<file path="src/rtl/thermlock_pkg.sv">
// Shared widths, register offsets and reset values for the thermal trip
// controller. Assumes byte addressing with 32-bit registers.
package thermlock_pkg;
    localparam int unsigned DATA_W     = 32;
    localparam int unsigned ADDR_W     = 8;
    localparam int unsigned TEMP_W     = 8;
    localparam int unsigned RAW_W      = 8;
    localparam int unsigned FRAC_SHIFT = 4;
    localparam int unsigned EN_BIT     = 1;

    localparam logic [ADDR_W-1:0] OFF_LIMIT = 8'h00;
    localparam logic [ADDR_W-1:0] OFF_SLOPE = 8'h04;
    localparam logic [ADDR_W-1:0] OFF_LOCK  = 8'h08;
    localparam logic [ADDR_W-1:0] OFF_CTRL  = 8'h0C;
    localparam logic [ADDR_W-1:0] OFF_TEMP  = 8'h10;

    localparam logic [TEMP_W-1:0] LIMIT_RST = 8'd125;
    localparam logic [DATA_W-1:0] SLOPE_RST = 32'd25;
endpackage

</file>
<file path="src/rtl/therm_regs.sv">
// Register file with write-once lock. The lock, once set, discards every
// write to limit, slope and shutdown enable until reset.
// Assumes single-cycle bus; read data registered one cycle after address.
module therm_regs
    import thermlock_pkg::*;
(
    input  logic              clk,
    input  logic              rst_n,
    input  logic [ADDR_W-1:0] bus_addr,
    input  logic              bus_we,
    input  logic [DATA_W-1:0] bus_wdata,
    input  logic [TEMP_W-1:0] cur_temp,
    output logic [TEMP_W-1:0] limit_q,
    output logic [DATA_W-1:0] slope_q,
    output logic              en_q,
    output logic              lock_q,
    output logic [DATA_W-1:0] bus_rdata
);
    logic              guarded_we;
    logic [DATA_W-1:0] rd_mux;

    // Protected writes pass only while the lock is clear.
    assign guarded_we = bus_we && !lock_q;

    // Lock: set by writing 1 to bit 0, cleared only by reset.
    always_ff @(posedge clk) begin
        if (!rst_n)
            lock_q <= 1'b0;
        else if (bus_we && bus_addr == OFF_LOCK && bus_wdata[0])
            lock_q <= 1'b1;
    end

    // Protected configuration registers.
    always_ff @(posedge clk) begin
        if (!rst_n) begin
            limit_q <= LIMIT_RST;
            slope_q <= SLOPE_RST;
            en_q    <= 1'b0;
        end else if (guarded_we) begin
            if (bus_addr == OFF_LIMIT) limit_q <= bus_wdata[TEMP_W-1:0];
            if (bus_addr == OFF_SLOPE) slope_q <= bus_wdata;
            if (bus_addr == OFF_CTRL)  en_q    <= bus_wdata[EN_BIT];
        end
    end

    // Read selection; reserved bits and unmapped addresses give zero.
    always_comb begin
        rd_mux = '0;
        case (bus_addr)
            OFF_LIMIT: rd_mux[TEMP_W-1:0] = limit_q;
            OFF_SLOPE: rd_mux = slope_q;
            OFF_LOCK:  rd_mux[0] = lock_q;
            OFF_CTRL:  rd_mux[EN_BIT] = en_q;
            OFF_TEMP:  rd_mux[TEMP_W-1:0] = cur_temp;
            default:   rd_mux = '0;
        endcase
    end

    // Registered read port.
    always_ff @(posedge clk) begin
        if (!rst_n) bus_rdata <= '0;
        else        bus_rdata <= rd_mux;
    end
endmodule

</file>
<file path="src/rtl/therm_convert.sv">
// Converts a raw sensor code to degrees: (raw * slope) >> FRAC_SHIFT,
// saturated at the largest temperature code. Registered on each strobe.
module therm_convert
    import thermlock_pkg::*;
(
    input  logic              clk,
    input  logic              rst_n,
    input  logic              raw_valid,
    input  logic [RAW_W-1:0]  raw_code,
    input  logic [DATA_W-1:0] slope,
    output logic [TEMP_W-1:0] temp_q
);
    localparam int unsigned PROD_W = RAW_W + DATA_W;
    localparam logic [PROD_W-1:0] TEMP_MAX = PROD_W'((1 << TEMP_W) - 1);

    logic [PROD_W-1:0] product;
    logic [PROD_W-1:0] scaled;
    logic [TEMP_W-1:0] temp_n;

    // Scale and saturate.
    always_comb begin
        product = PROD_W'(raw_code) * PROD_W'(slope);
        scaled  = product >> FRAC_SHIFT;
        temp_n  = (scaled > TEMP_MAX) ? '1 : scaled[TEMP_W-1:0];
    end

    // Capture temperature on each valid sample.
    always_ff @(posedge clk) begin
        if (!rst_n)         temp_q <= '0;
        else if (raw_valid) temp_q <= temp_n;
    end
endmodule

</file>
<file path="src/rtl/therm_trip.sv">
// Sticky over-temperature trip: sets when enabled and temperature is
// strictly above the limit; only reset clears it.
module therm_trip
    import thermlock_pkg::*;
(
    input  logic              clk,
    input  logic              rst_n,
    input  logic [TEMP_W-1:0] temp,
    input  logic [TEMP_W-1:0] limit,
    input  logic              enable,
    output logic              trip_q
);
    // Latch the trip condition.
    always_ff @(posedge clk) begin
        if (!rst_n)                       trip_q <= 1'b0;
        else if (enable && temp > limit)  trip_q <= 1'b1;
    end
endmodule

</file>
<file path="src/rtl/therm_guard_top.sv">
// Top of the lockable thermal trip controller: register file, converter
// and trip latch. Assumes sensor codes are synchronous to clk.
module therm_guard_top
    import thermlock_pkg::*;
(
    input  logic              clk,
    input  logic              rst_n,
    input  logic [ADDR_W-1:0] bus_addr,
    input  logic              bus_we,
    input  logic [DATA_W-1:0] bus_wdata,
    output logic [DATA_W-1:0] bus_rdata,
    input  logic              raw_valid,
    input  logic [RAW_W-1:0]  raw_code,
    output logic              shutdown_req
);
    logic [TEMP_W-1:0] limit_w;
    logic [DATA_W-1:0] slope_w;
    logic              en_w;
    logic              lock_w;
    logic [TEMP_W-1:0] temp_w;

    therm_regs regs_i (
        .clk(clk), .rst_n(rst_n), .bus_addr(bus_addr), .bus_we(bus_we),
        .bus_wdata(bus_wdata), .cur_temp(temp_w), .limit_q(limit_w),
        .slope_q(slope_w), .en_q(en_w), .lock_q(lock_w), .bus_rdata(bus_rdata)
    );

    therm_convert conv_i (
        .clk(clk), .rst_n(rst_n), .raw_valid(raw_valid), .raw_code(raw_code),
        .slope(slope_w), .temp_q(temp_w)
    );

    therm_trip trip_i (
        .clk(clk), .rst_n(rst_n), .temp(temp_w), .limit(limit_w),
        .enable(en_w), .trip_q(shutdown_req)
    );
endmodule

</file>
<file path="config.mk">
export PLATFORM = sky130hd
export DESIGN_NAME = therm_guard_top
export DESIGN_NICKNAME = d
export VERILOG_FILES = /design/src/rtl/thermlock_pkg.sv /design/src/rtl/therm_regs.sv /design/src/rtl/therm_convert.sv /design/src/rtl/therm_trip.sv /design/src/rtl/therm_guard_top.sv
export SDC_FILE = /design/constraint.sdc
export NUM_CORES = 1
export LEC_CHECK = 0
export ABC_AREA = 0
export CORE_MARGIN = 2
export CORE_UTILIZATION = 50
export CTS_CLUSTER_SIZE = 12
export DETAILED_ROUTE_END_ITERATION = 8
export PLACE_DENSITY_LB_ADDON = 0.08
export SLEW_MARGIN = 20
export SYNTH_ARGS = -nofsm -noshare
export SYNTH_HDL_FRONTEND = slang
export SYNTH_HIERARCHICAL = 1
export SYNTH_SLANG_ARGS = --single-unit
</file>
<file path="constraint.sdc">
create_clock -name clk -period 11.5 [get_ports clk]
set_clock_uncertainty 0.2 [all_clocks]
set_input_delay 2.3 -clock clk [delete_from_list [all_inputs] [get_ports clk]]
set_output_delay 2.3 -clock clk [all_outputs]
set_load 0.005 [all_outputs]
</file>
# Yosys cells after proc, flatten, opt, wreduce, memory -nomap -nowiden
# Cells that the tools add are included.
# word_totals
ff_bits	83
latch_bits	0
mem_bits_rw	0
rom_bits	0
input_bits	52
out_inout_bits	33
word_cells	29
mem_count	0
# op_classes
addsub	0
mul	1
div	0
n_lt_le_gt_ge	2
eq_ne	4
shifts	0
mux	4
bitwise	0
reduce_logical	10
# op_table
cell	n
8-bit by 32-bit multiplier with 40-bit output	1
36-bit by 8-bit greater-than comparator with 1-bit output, second input constant	1
6-bit case mux with 3 select lines	1
8-bit by 4-bit == test with 1-bit output, second input constant	2
8-bit by 3-bit == test with 1-bit output, second input constant	1
8-bit by 5-bit == test with 1-bit output, second input constant	1
8-bit greater-than comparator	1
8-bit logical NOT	1
8-bit two-way mux	1
1-bit case mux with 4 select lines	2
2-bit AND reduction	4
1-bit logical AND	4
1-bit logical NOT	1

# Logic depth before layout (Yosys ltp)
# Gate-level depths: netlist (run 1).
# depth
ltp_word	3
ltp_mapped	21
ltp_nobuf	19

# Cells and area by module
# Netlist (run 1), hierarchy kept.
# by_module_without_submodules
module	instances	cells_each	area_per_inst_um2	seq_area_each_um2
therm_convert	1	1104	8927.3	160.2
therm_regs	1	282	2902.8	1481.4
therm_trip	1	30	239.0	20.0

# Least setup slack after synthesis (run 1)
# Ideal clock, no wire load.
# synth_path
path_kind	input port to flip-flop
start	in raw_code[7]
end	reg conv_i.temp_q[0]
setup_ns	0.132
t_arrival_ns	7.175
required_ns	11.168
setup_slack_ns	3.992
cell_stages	19
path_buffers	2
path_cell_list	clkbuf_1 and2_1 fa_1 fa_1 fa_1 inv_1 fa_1 inv_1 ha_1 buf_2 a21oi_1 a21boi_0 or3_1 or3_1 mux2_2 a22oi_1 nand4_1 nor4_4 a21oi_1
# synth_via
elab_chain_cells	3
# synth_lines
item	line_no	text
from (decl)	therm_guard_top.sv:13	input logic [RAW_W-1:0] raw_code,
8-bit by 32-bit multiplier with 40-bit output	therm_convert.sv:22	product = PROD_W'(raw_code) * PROD_W'(slope);
36-bit by 8-bit greater-than comparator with 1-bit output	therm_convert.sv:24	temp_n = (scaled > TEMP_MAX) ? '1 : scaled[TEMP_W-1:0];
8-bit two-way mux	therm_convert.sv:24	
to (signal assigned)	therm_convert.sv:30	else if (raw_valid) temp_q <= temp_n;
to (decl)	therm_convert.sv:11	output logic [TEMP_W-1:0] temp_q
# Every way passes these cells.
# A chain may end at the register's enable or synchronous reset.

# Worst setup path in the final report (run 1)
# layout_path
start	in raw_code[3]
end	reg conv_i.temp_q[4]
# layout_via
elab_chain_cells	3
# layout_lines
item	line_no
8-bit by 32-bit multiplier with 40-bit output *	therm_convert.sv:22
36-bit by 8-bit greater-than comparator with 1-bit output	therm_convert.sv:24
8-bit two-way mux *	therm_convert.sv:24
# Every way passes the cells marked *; elsewhere a longest branch is shown, timed or not.

==> run_results.csv, run 1 <==
group,metric,value,unit
status,outcome,"completed",
clock_tree,cts_setup_buffers,0,
cells_and_area,sequential_cell_area,1660,sq um
drt,routed_length_per_instance,18.3,um
power_and_ir_drop,sw_frac_of_total,30.5,%
power_and_ir_drop,power_frac_comb,22.6,%
clock_tree,tritoncts,"yes",
sta,finalWorstPathRequiredPeriod,9.12,ns
clock_tree,path_clk_slew,0.07,ns
drt,detail_route.wirelength,32.6,mm
power_and_ir_drop,power.internal,542,uW
synthesis,postSynthAreaPerCell,8.52,sq um
grt,grt_start_max_net_pins,96,
synthesis,synth-warning-count,6,
grt,grt_pass1_wl,54.4,mm
synthesis,synth_top_family_by_area,"adder cells",
setup_path,critical_path.reg2reg.endpoint,"conv_i/temp_q[4]",
place,numPortBuffers,84,
min_path,min_delay_path_depth,2,
synthesis,synth_area_in_compound_gates,10.3,%
cells_and_area,multi_input_comb_area,9270,sq um
sta,final_critical_path_setup_slack,2.38,ns
sta,final_min_period_over_clock_period,79.3,%
setup_path,timing.rr.start,"regs_i/slope_q[28]",
grt,grt_util_all_layers,26.8,%
floorplan,die_y,159,um
cells_and_area,instances_no_fill,1783,
setup_path,crit_type,"input pin to register",
clock_tree,cts_resized,0,
drt,route.detailed.vias_per_inst,5.47,
setup_path,path_delay_family,"adder cells",
sta,transition_at_the_pin_with_the_smallest_max_transition_slack,1.02,ns
setup_path,r2r_setup_slack,4.89,ns
floorplan,die_width,159,um
power_and_ir_drop,static_power_due_to_leakage,6.11,nW
synthesis,yosysUniqueCellTypes,68,
setup_path,worstSetupEndpointType,"register",
drt,vias,9755,
min_path,class_of_the_worst_hold_path,"register to register",
floorplan,start_util,51.1,%
synthesis,synth-simple-area-share,23.8,%
setup_path,r2r.worst_path.cells,18,
synthesis,synthMuxAreaShare,4.91,%
cells_and_area,final_core_utilization,56.7,%
floorplan,full_die_area,25400,sq um
clock_tree,cts-root-buf,"clkbuf_16",
floorplan,core-area,23600,sq um
synthesis,synth_fa_ha_area_share,36.6,%
sta,slew-limit-headroom,31.9,%
grt,grt_overflow_total,0,
clock_tree,cts.sink_count,83,
synthesis,synth_nets,1713,
synthesis,netlist_instances,1416,
sta,rsz0062_at_grt,"false",
sta,setup_total_negative_slack,0,ns
place,place.detailed.hpwl,25.0,mm
place,dp.cells,1766,
cells_and_area,proportion_of_layout_cells_with_a_drive_suffix_above_1,3.35,%
setup_path,worstPathCellList,"clkdlybuf4s50_1 > and2_1 > fa_1 > inv_1 > fa_1 > inv_1 > fa_1 > inv_1 > fa_1 > inv_1 > ha_1 > a211o_1 > a21oi_1 > a221oi_1 > o31ai_1 > a31oi_1 > nor4_1 > nand4_1 > nor4_4 > a21oi_1",
grt,first_global_vias,10000,
cells_and_area,area_growth,11.0,%
synthesis,synth_edf_count,0,
place,gp_routability_congestion,0.964,
power_and_ir_drop,largest_voltage_drop_on_the_vdd_net,0.0638,mV
clock_tree,insertion_delay,0.35,ns
synthesis,syn_area,12100,sq um
power_and_ir_drop,pwr-share-seq,38.5,%
drt,drt.antenna.violating_nets,0,
power_and_ir_drop,cellPowerDensity,58.2,nW/um^2
setup_path,critical-path-max-stage-delay,0.94,ns
floorplan,io_pins,85,
drt,drtPass1Iterations,6,
cells_and_area,fillerInstances,2229,
setup_path,crit_required,11.50,ns
clock_tree,clk_path_buf_depth,2,
job,drv.max_cap_violation_count,0,
cells_and_area,finalNetCount,1755,
synthesis,post_synth_xor_area_fraction,1.16,%
clock_tree,h-tree-depth,3,
cells_and_area,layout_common_cells,"223 x inv_1, 208 x and2_1, 186 x nand2_1, 180 x fa_1",
setup_path,crit_path_max_fanout,24,
setup_path,timing.critical_path.from_type,"input pin",
sta,hold_viol_final,0,
cells_and_area,layout.cells.most_common,"inv_1",
sta,final.hold.worst_slack,0.290,ns
synthesis,synth_seq_cells,83,
clock_tree,cts_buffers,9,
setup_path,crit_path_buf_inv_count,5,
synthesis,ys.flop_type,"dfxtp_1",
setup_path,slowest_stage,"clkdlybuf4s50_1",
drt,drc,0,
min_path,min_to,"regs_i/limit_q[1]",
floorplan,num_rows,56,
synthesis,synth.yosys.seq_area_share,13.8,%
power_and_ir_drop,clkPwrFrac,38.9,%
sta,report.final.slew_viol_count,0,
grt,grt_antenna_before_repair,1,
sta,finalSetupViolations,0,
power_and_ir_drop,finalPower,780,uW
sta,achievable_frequency,110,MHz
cells_and_area,final_design_instance_area_without_fill,13400,sq um
setup_path,crit_arrival,9.12,ns
power_and_ir_drop,power.switching,237,uW
min_path,hold_path_startpoint,"regs_i/limit_q[1]",
drt,drt-initial-drc-count,689,
synthesis,synth_async_sr_flop_share,0,%
clock_tree,cts_hold_buffers,0,
place,dp_worst_setup_slack,2.08,ns
place,placed_area,13100,sq um
==> final cells by class <==
type	count	area share, %
Antenna cell	1	0.0187
Clock buffer	10	1.78
Clock inverter	6	0.542
Inverter	223	6.25
Multi-Input combinational cell	1047	69.2
Sequential cell	83	12.4
Tap cell	319	2.98
Timing Repair Buffer	94	6.80
==> power groups by stage <==
stage / combinational, mW / clock (mW) / sequential, mW
global placement: 0.174 / 0 / 0.306
global route: 0.197 / 0.319 / 0.301
finish: 0.176 / 0.303 / 0.300
floorplan: 0.117 / 0 / 0.302
detailed placement: 0.174 / 0 / 0.306
CTS: 0.176 / 0.306 / 0.300
==> registers in the layout, indices dropped and copies added (netlist names) <==
signal and cells:
conv_i/temp_q 8, regs_i/bus_rdata 32, regs_i/en_q 1, regs_i/limit_q 8
regs_i/lock_q 1, regs_i/slope_q 32, trip_i/trip_q 1
==> worst max path at each step <==
stage,from,end,depth (start not counted)
after global routing,raw_code[3],conv_i/temp_q[3],20
after CTS,raw_code[3],conv_i/temp_q[4],20
final,raw_code[3],conv_i/temp_q[4],20
after global placement,raw_code[3],conv_i/temp_q[2],20
after detailed placement,raw_code[3],conv_i/temp_q[4],18
after floorplan,raw_code[7],conv_i/temp_q[0],19
==> routing by layer <==
| metal | wire (um) | vias to the layer above | global-route usage, % |
|---|---|---|---|
| li1 | - | 4594 | - |
| met1 | 15000 | 4782 | 39.4 |
| met2 | 14600 | 352 | 41.2 |
| met3 | 2710 | 27 | 4.87 |
| met4 | 366 | 0 | 6.03 |
| met5 | 0 | - | 0 |
==> synth_stat cells (all sizes together), types with 4 or more instances <==
library cell  number  area (sq um)
nor2b             22           145
a31oi              7          43.8
a41oi              4          35.0
xnor2              8          70.1
fa               180          3600
nor4               6          67.6
a22oi              4          30.0
clkbuf            49           186
a21oi             62           314
a21boi             8          60.1
mux2i             48           480
nand4b             8          70.1
and4               4          35.0
o21ai             49           245
a21o               5          37.5
and2             208          1300
nor2              32           120
buf               14           120
nor3              16          80.1
ha                65           813
o211ai             7          57.6
o31ai              4          30.0
dfxtp             83          1660
and4b              4          40.0
xor2               8          70.1
nand2            186           698
mux2              10           113
inv              223           837
o21a               6          45.0
nand3             18          90.1
o21bai             5          37.5
nand4             16           100
or3                4          25.0
a211oi             4          30.0
==> worst reg2reg max path, cell delays in order (launching register included) <==
cell      delay, ns
dfxtp_1        0.79
nand2_1        0.18
fa_1           0.57
inv_1          0.05
fa_1           0.47
inv_1          0.05
fa_1           0.51
fa_1           0.57
inv_1          0.06
ha_1           0.56
a21oi_1        0.18
o21ai_0        0.46
o221ai_1       0.25
o31ai_1        0.14
a31oi_1        0.12
nor4_1         0.39
nand4_1        0.21
nor4_4         0.59
a21oi_1        0.14
==> logic make-up after synthesis <==
kind of cell	count (synthesis)
compound gates	192
xor+xnor	16
fa+ha+maj	245
buf+inv	286
flops	83
mux	58
simple gates	536
No activity file was read; power rests on OpenSTA's default activity.
==> run 2: changes to the inputs <==
clock period = 9 ns   (was 11.5 ns; I/O delays follow)
==> run 2 against run 1 <==
Net effect: die area unchanged; sequential power increased by 28%; first-iteration DRC count decreased by 1.7%; sequential cell count unchanged; total power increased by 23%; worst hold slack got worse by 0.0039 ns; cell area increased by 0.19%; routed wire length decreased by 0.29%; global-route usage increased by 0.37 points; combinational power increased by 31%; critical path depth increased by 1.
==> run_results.csv, run 2 (synthesis results as in run 1) <==
group,metric,value,unit
status,outcome,"completed",
min_path,min_to,"regs_i/limit_q[1]",
cells_and_area,layout_common_cells,"223 x inv_1, 208 x and2_1, 186 x nand2_1, 180 x fa_1",
power_and_ir_drop,pwr-share-seq,39.9,%
setup_path,timing.rr.start,"regs_i/slope_q[25]",
cells_and_area,final_core_utilization,56.8,%
setup_path,r2r.worst_path.cells,19,
sta,slew-limit-headroom,31.2,%
clock_tree,cts-root-buf,"clkbuf_16",
power_and_ir_drop,largest_voltage_drop_on_the_vdd_net,0.102,mV
setup_path,r2r_setup_slack,2.48,ns
floorplan,die_y,159,um
grt,grt_util_all_layers,27.1,%
cells_and_area,proportion_of_layout_cells_with_a_drive_suffix_above_1,3.68,%
power_and_ir_drop,power.internal,666,uW
sta,final_min_period_over_clock_period,88.3,%
sta,final.hold.worst_slack,0.286,ns
clock_tree,cts.sink_count,83,
drt,routed_length_per_instance,18.2,um
cells_and_area,diodes,0,
drt,drc,0,
drt,drt.antenna.violating_nets,0,
setup_path,critical-path-max-stage-delay,0.55,ns
place,place.detailed.hpwl,24.6,mm
place,gp_routability_congestion,0.965,
min_path,hold_path_startpoint,"regs_i/limit_q[1]",
setup_path,critical_path.reg2reg.endpoint,"conv_i/temp_q[7]",
drt,drt-initial-drc-count,677,
min_path,min_delay_path_depth,2,
clock_tree,cts_setup_buffers,0,
floorplan,core-area,23600,sq um
setup_path,worstPathCellList,"clkdlybuf4s50_1 > buf_4 > nand2_1 > fa_1 > inv_1 > fa_1 > inv_1 > fa_1 > fa_1 > inv_1 > ha_1 > nand2_1 > o21ai_0 > o221ai_1 > o31ai_1 > a31oi_1 > nor4_1 > nand4_1 > nor4_4 > buf_4 > a21oi_1",
floorplan,start_util,51.1,%
setup_path,crit_type,"input pin to register",
cells_and_area,top_regs,"regs_i/bus_rdata (32), regs_i/slope_q (32)",
grt,use_met3,3.93,%
cells_and_area,finalNetCount,1761,
setup_path,crit_path_buf_inv_count,6,
clock_tree,cts_resized,0,
setup_path,crit_path_max_fanout,32,
floorplan,num_rows,56,
setup_path,path_delay_family,"adder cells",
power_and_ir_drop,sw_frac_of_total,30.8,%
drt,detail_route.wirelength,32.5,mm
clock_tree,path_clk_slew,0.07,ns
grt,grt.met1_usage,40.8,%
setup_path,crit_arrival,7.98,ns
floorplan,die_width,159,um
drt,drtPass1Iterations,4,
grt,grt_start_max_net_pins,96,
grt,grt_antenna_before_repair,0,
clock_tree,insertion_delay,0.34,ns
power_and_ir_drop,static_power_due_to_leakage,6.12,nW
sta,transition_at_the_pin_with_the_smallest_max_transition_slack,1.03,ns
power_and_ir_drop,power_frac_comb,24.0,%
clock_tree,h-tree-depth,3,
place,dp_worst_setup_slack,0.704,ns
sta,finalWorstPathRequiredPeriod,7.95,ns
sta,finalSetupViolations,0,
clock_tree,tritoncts,"yes",
sta,achievable_frequency,126,MHz
setup_path,crit_required,9.03,ns
drt,route.detailed.vias_per_inst,5.47,
sta,setup_total_negative_slack,0,ns
place,numPortBuffers,84,
grt,first_global_vias,10200,
grt,busiest_layer,"met2",
clock_tree,cts_hold_buffers,0,
grt,grt_pass1_wl,55.6,mm
clock_tree,clk_path_buf_depth,2,
sta,final_critical_path_setup_slack,1.05,ns
sta,report.final.slew_viol_count,0,
sta,hold_viol_final,0,
power_and_ir_drop,cellPowerDensity,71.7,nW/um^2
setup_path,slowest_stage,"fa_1",
power_and_ir_drop,power.switching,296,uW
cells_and_area,area_growth,11.2,%
cells_and_area,layout.cells.most_common,"inv_1",
sta,rsz0062_at_grt,"false",
grt,grt_overflow_total,0,
clock_tree,cts_buffers,9,
power_and_ir_drop,clkPwrFrac,36.1,%
min_path,class_of_the_worst_hold_path,"register to register",
floorplan,full_die_area,25400,sq um
setup_path,cp.depth,21,
setup_path,timing.critical_path.mode_cell,"fa_1",
setup_path,worstSetupEndpointType,"register",
cells_and_area,final_design_instance_area_without_fill,13400,sq um
place,placed_area,13100,sq um
job,drv.max_cap_violation_count,0,
floorplan,io_pins,85,
setup_path,timing.critical_path.from_type,"input pin",
grt,use_met2,41.6,%
drt,vias,9787,
-- run 2: cell count changes in the layout (fill, tap and decap cells not counted), sizes merged --
| cell | before | now |
|---|---|---|
| buf | 11 | 17 |
| diode | 1 | 0 |
| clkinv | 2 | 1 |
| clkinvlp | 1 | 4 |
| clkbuf | 10 | 11 |
| bufinv | 1 | 0 |
| inv | 225 | 223 |
-- run 2: worst register-to-register path, delay by kind of cell (launching register included) --
kind | cells | cell delay, ns
compound gates | 6 | 1.34
fa+ha+maj | 5 | 2.66
buf+inv | 4 | 0.37
flops | 1 | 0.80
simple gates | 4 | 1.05
-- run 2: through the flow --
step	std cells	power, mW
4_1_cts	1788	0.970
5_1_grt	1788	1.01
3_3_place_gp	1772	0.620
3_5_place_dp	1772	0.619
2_1_floorplan	1416	0.535
6_report	1788	0.961
-- run 2: power by group through the flow --
stage | logic [mW] | clock network, mW | registers (mW)
3_3_place_gp | 0.229 | 0 | 0.391
2_1_floorplan | 0.150 | 0 | 0.385
5_1_grt | 0.258 | 0.370 | 0.384
3_5_place_dp | 0.228 | 0 | 0.391
4_1_cts | 0.232 | 0.355 | 0.383
6_report | 0.231 | 0.347 | 0.384
-- run 2: layout make-up --
cell class              count  area [sq um]
clock buffers              11           243
clock inverters             5          38.8
fillers                  2206         10200
inverters                 223           837
multi-input cells        1047          9270
flip-flops and latches     83          1660
well taps                 319           399
repair buffers            100           968
-- run 2: worst max-delay path by stage --
stage,startpoint,endpoint
after floorplan,raw_code[7],conv_i/temp_q[0]
after global placement,raw_code[7],conv_i/temp_q[2]
after detailed placement,raw_code[7],conv_i/temp_q[7]
after CTS,raw_code[6],conv_i/temp_q[7]
after global routing,raw_code[7],conv_i/temp_q[7]
final,raw_code[6],conv_i/temp_q[7]
-- run 2: layer usage --
layer  wire length, um  part of all wire (%)
met1             15600                    48
met3              1950                   6.0
met5                 0                     0
met4               526                   1.6
met2             14400                    44
==> run 3: changes to the inputs <==
CORE_UTILIZATION = 55   (was 50)
MAX_ROUTING_LAYER = met4   (was not set)
SLEW_MARGIN = not set   (was 20)
==> run 3 against run 2 <==
Net effect: sequential power is essentially flat; largest power group unchanged; clock power is 2% higher; cell count down 1.8%.
==> run_results.csv, run 3 (synthesis results as in run 1) <==
group,metric,value,unit
status,outcome,"completed",
setup_path,crit_path_max_fanout,32,
sta,hold_viol_final,0,
clock_tree,path_clk_slew,0.06,ns
place,gp_routability_congestion,0.990,
cells_and_area,finalNetCount,1767,
clock_tree,cts_setup_buffers,0,
min_path,hold_path_startpoint,"regs_i/limit_q[7]",
floorplan,num_rows,54,
floorplan,die_width,152,um
setup_path,slowest_stage,"fa_1",
setup_path,worstSetupEndpointType,"register",
min_path,min_delay_path_depth,2,
clock_tree,insertion_delay,0.34,ns
floorplan,die_y,152,um
cells_and_area,area_growth,11.0,%
clock_tree,cts_buffers,9,
clock_tree,cts-root-buf,"clkbuf_16",
cells_and_area,top_regs,"regs_i/bus_rdata (32), regs_i/slope_q (32)",
job,drv.max_cap_violation_count,0,
grt,first_global_vias,9965,
clock_tree,cts.sink_count,83,
setup_path,critical_path.reg2reg.endpoint,"conv_i/temp_q[3]",
clock_tree,tritoncts,"yes",
grt,grt_antenna_before_repair,0,
drt,routed_length_per_instance,18.0,um
drt,drtPass1Iterations,6,
grt,grt_overflow_total,0,
floorplan,full_die_area,23100,sq um
drt,drc,0,
sta,finalSetupViolations,0,
setup_path,crit_arrival,8.01,ns
clock_tree,h-tree-depth,3,
place,place.detailed.hpwl,24.3,mm
grt,grt_util_all_layers,29.0,%
setup_path,worstPathCellList,"clkdlybuf4s50_1 > buf_4 > and2_1 > fa_1 > fa_1 > fa_1 > inv_1 > fa_1 > inv_1 > ha_1 > nand2_1 > o21ai_1 > a21oi_1 > buf_4 > a311oi_1 > o2111ai_1 > nor4_1 > nand4_1 > nor4_4 > buf_4 > a21oi_1",
setup_path,crit_type,"input pin to register",
setup_path,crit_required,9.02,ns
setup_path,path_delay_family,"adder cells",
cells_and_area,layout.cells.most_common,"inv_1",
power_and_ir_drop,static_power_due_to_leakage,6.15,nW
place,numPortBuffers,84,
setup_path,crit_path_buf_inv_count,6,
cells_and_area,diodes,0,
place,dp.cells,1739,
floorplan,io_pins,85,
floorplan,start_util,55.6,%
drt,route.detailed.vias_per_inst,5.62,
sta,achievable_frequency,125,MHz
setup_path,r2r.worst_path.cells,19,
clock_tree,cts_hold_buffers,0,
setup_path,timing.rr.start,"regs_i/slope_q[21]",
cells_and_area,instances_no_fill,1755,
grt,grt_pass1_wl,52.6,mm
setup_path,r2r_setup_slack,2.53,ns
clock_tree,clk_path_buf_depth,2,
sta,final.hold.worst_slack,0.277,ns
cells_and_area,fillerInstances,1942,
floorplan,core-area,21700,sq um
cells_and_area,layout_common_cells,"223 x inv_1, 208 x and2_1, 186 x nand2_1, 180 x fa_1",
setup_path,timing.critical_path.mode_cell,"fa_1",
drt,vias,9870,
sta,transition_at_the_pin_with_the_smallest_max_transition_slack,1.11,ns
sta,final_critical_path_setup_slack,1.02,ns
sta,rsz0062_at_grt,"false",
min_path,min_to,"regs_i/limit_q[7]",
power_and_ir_drop,largest_voltage_drop_on_the_vdd_net,0.0784,mV
cells_and_area,proportion_of_layout_cells_with_a_drive_suffix_above_1,4.07,%
sta,report.final.slew_viol_count,0,
place,dp_worst_setup_slack,0.740,ns
grt,grt_start_max_net_pins,96,
power_and_ir_drop,cellPowerDensity,72.2,nW/um^2
setup_path,critical-path-max-stage-delay,0.63,ns
drt,detail_route.wirelength,31.6,mm
sta,setup_total_negative_slack,0,ns
sta,final_min_period_over_clock_period,88.7,%
clock_tree,cts_resized,0,
sta,slew-limit-headroom,25.7,%
drt,drt-initial-drc-count,521,
min_path,class_of_the_worst_hold_path,"register to register",
setup_path,timing.critical_path.from_type,"input pin",
drt,drt.antenna.violating_nets,0,
sta,finalWorstPathRequiredPeriod,7.98,ns
==> run 3: worst max-delay path by stage <==
stage | from | to | depth (start not counted)
2_1_floorplan | raw_code[7] | conv_i/temp_q[0] | 19
3_3_place_gp | raw_code[7] | conv_i/temp_q[0] | 21
3_5_place_dp | raw_code[5] | conv_i/temp_q[3] | 21
4_1_cts | raw_code[6] | conv_i/temp_q[3] | 21
5_1_grt | raw_code[6] | conv_i/temp_q[3] | 20
6_report | raw_code[6] | conv_i/temp_q[3] | 21
==> run 3: cell type report <==
class	count	area, sq um	area share, %
multi-input cells	1047	9270	69.2
flip-flops and latches	83	1660	12.4
repair buffers	106	1000	7.47
inverters	223	837	6.25
well taps	280	350	2.61
clock buffers	10	229	1.71
clock inverters	6	48.8	0.364
==> run 3: worst reg2reg max path, cell delays in order, from the launching register on <==
cell and delay (ns):
dfxtp_1 0.75, and2_1 0.26, fa_1 0.43, fa_1 0.48, fa_1 0.63, inv_1 0.09, fa_1 0.54, inv_1 0.04
ha_1 0.46, nand2_1 0.09, o21ai_1 0.34, a21oi_1 0.21, buf_4 0.20, a311oi_1 0.34, o2111ai_1 0.16, nor4_1 0.30
nand4_1 0.20, nor4_4 0.34, buf_4 0.22, a21oi_1 0.08
==> run 3: routing by layer <==
layer / GRT usage, % / part of all wire [%]
met5: - / 0
met1: 39.2 / 44
met2: 46.1 / 48
met3: 4.07 / 6.1
met4: 8.14 / 2.3
==> run 3: metrics by stage <==
stage / area, sq um / util, % / power, mW
after detailed placement: 13100 / 60.5 / 0.618
after global placement: 13100 / 60.5 / 0.617
final: 13400 / 61.8 / 0.967
after CTS: 13400 / 61.8 / 0.972
after global routing: 13400 / 61.8 / 1.02
after floorplan: 12100 / - / 0.535
==> run 3: power by group <==
group | leakage [nW] | internal [mW] | switching, mW | total, mW
sequential | 0.671 | 0.374 | 0.00943 | 0.383
combinational | 5.35 | 0.0961 | 0.134 | 0.230
clock | 0.131 | 0.191 | 0.163 | 0.354
total | 6.15 | 0.660 | 0.307 | 0.967
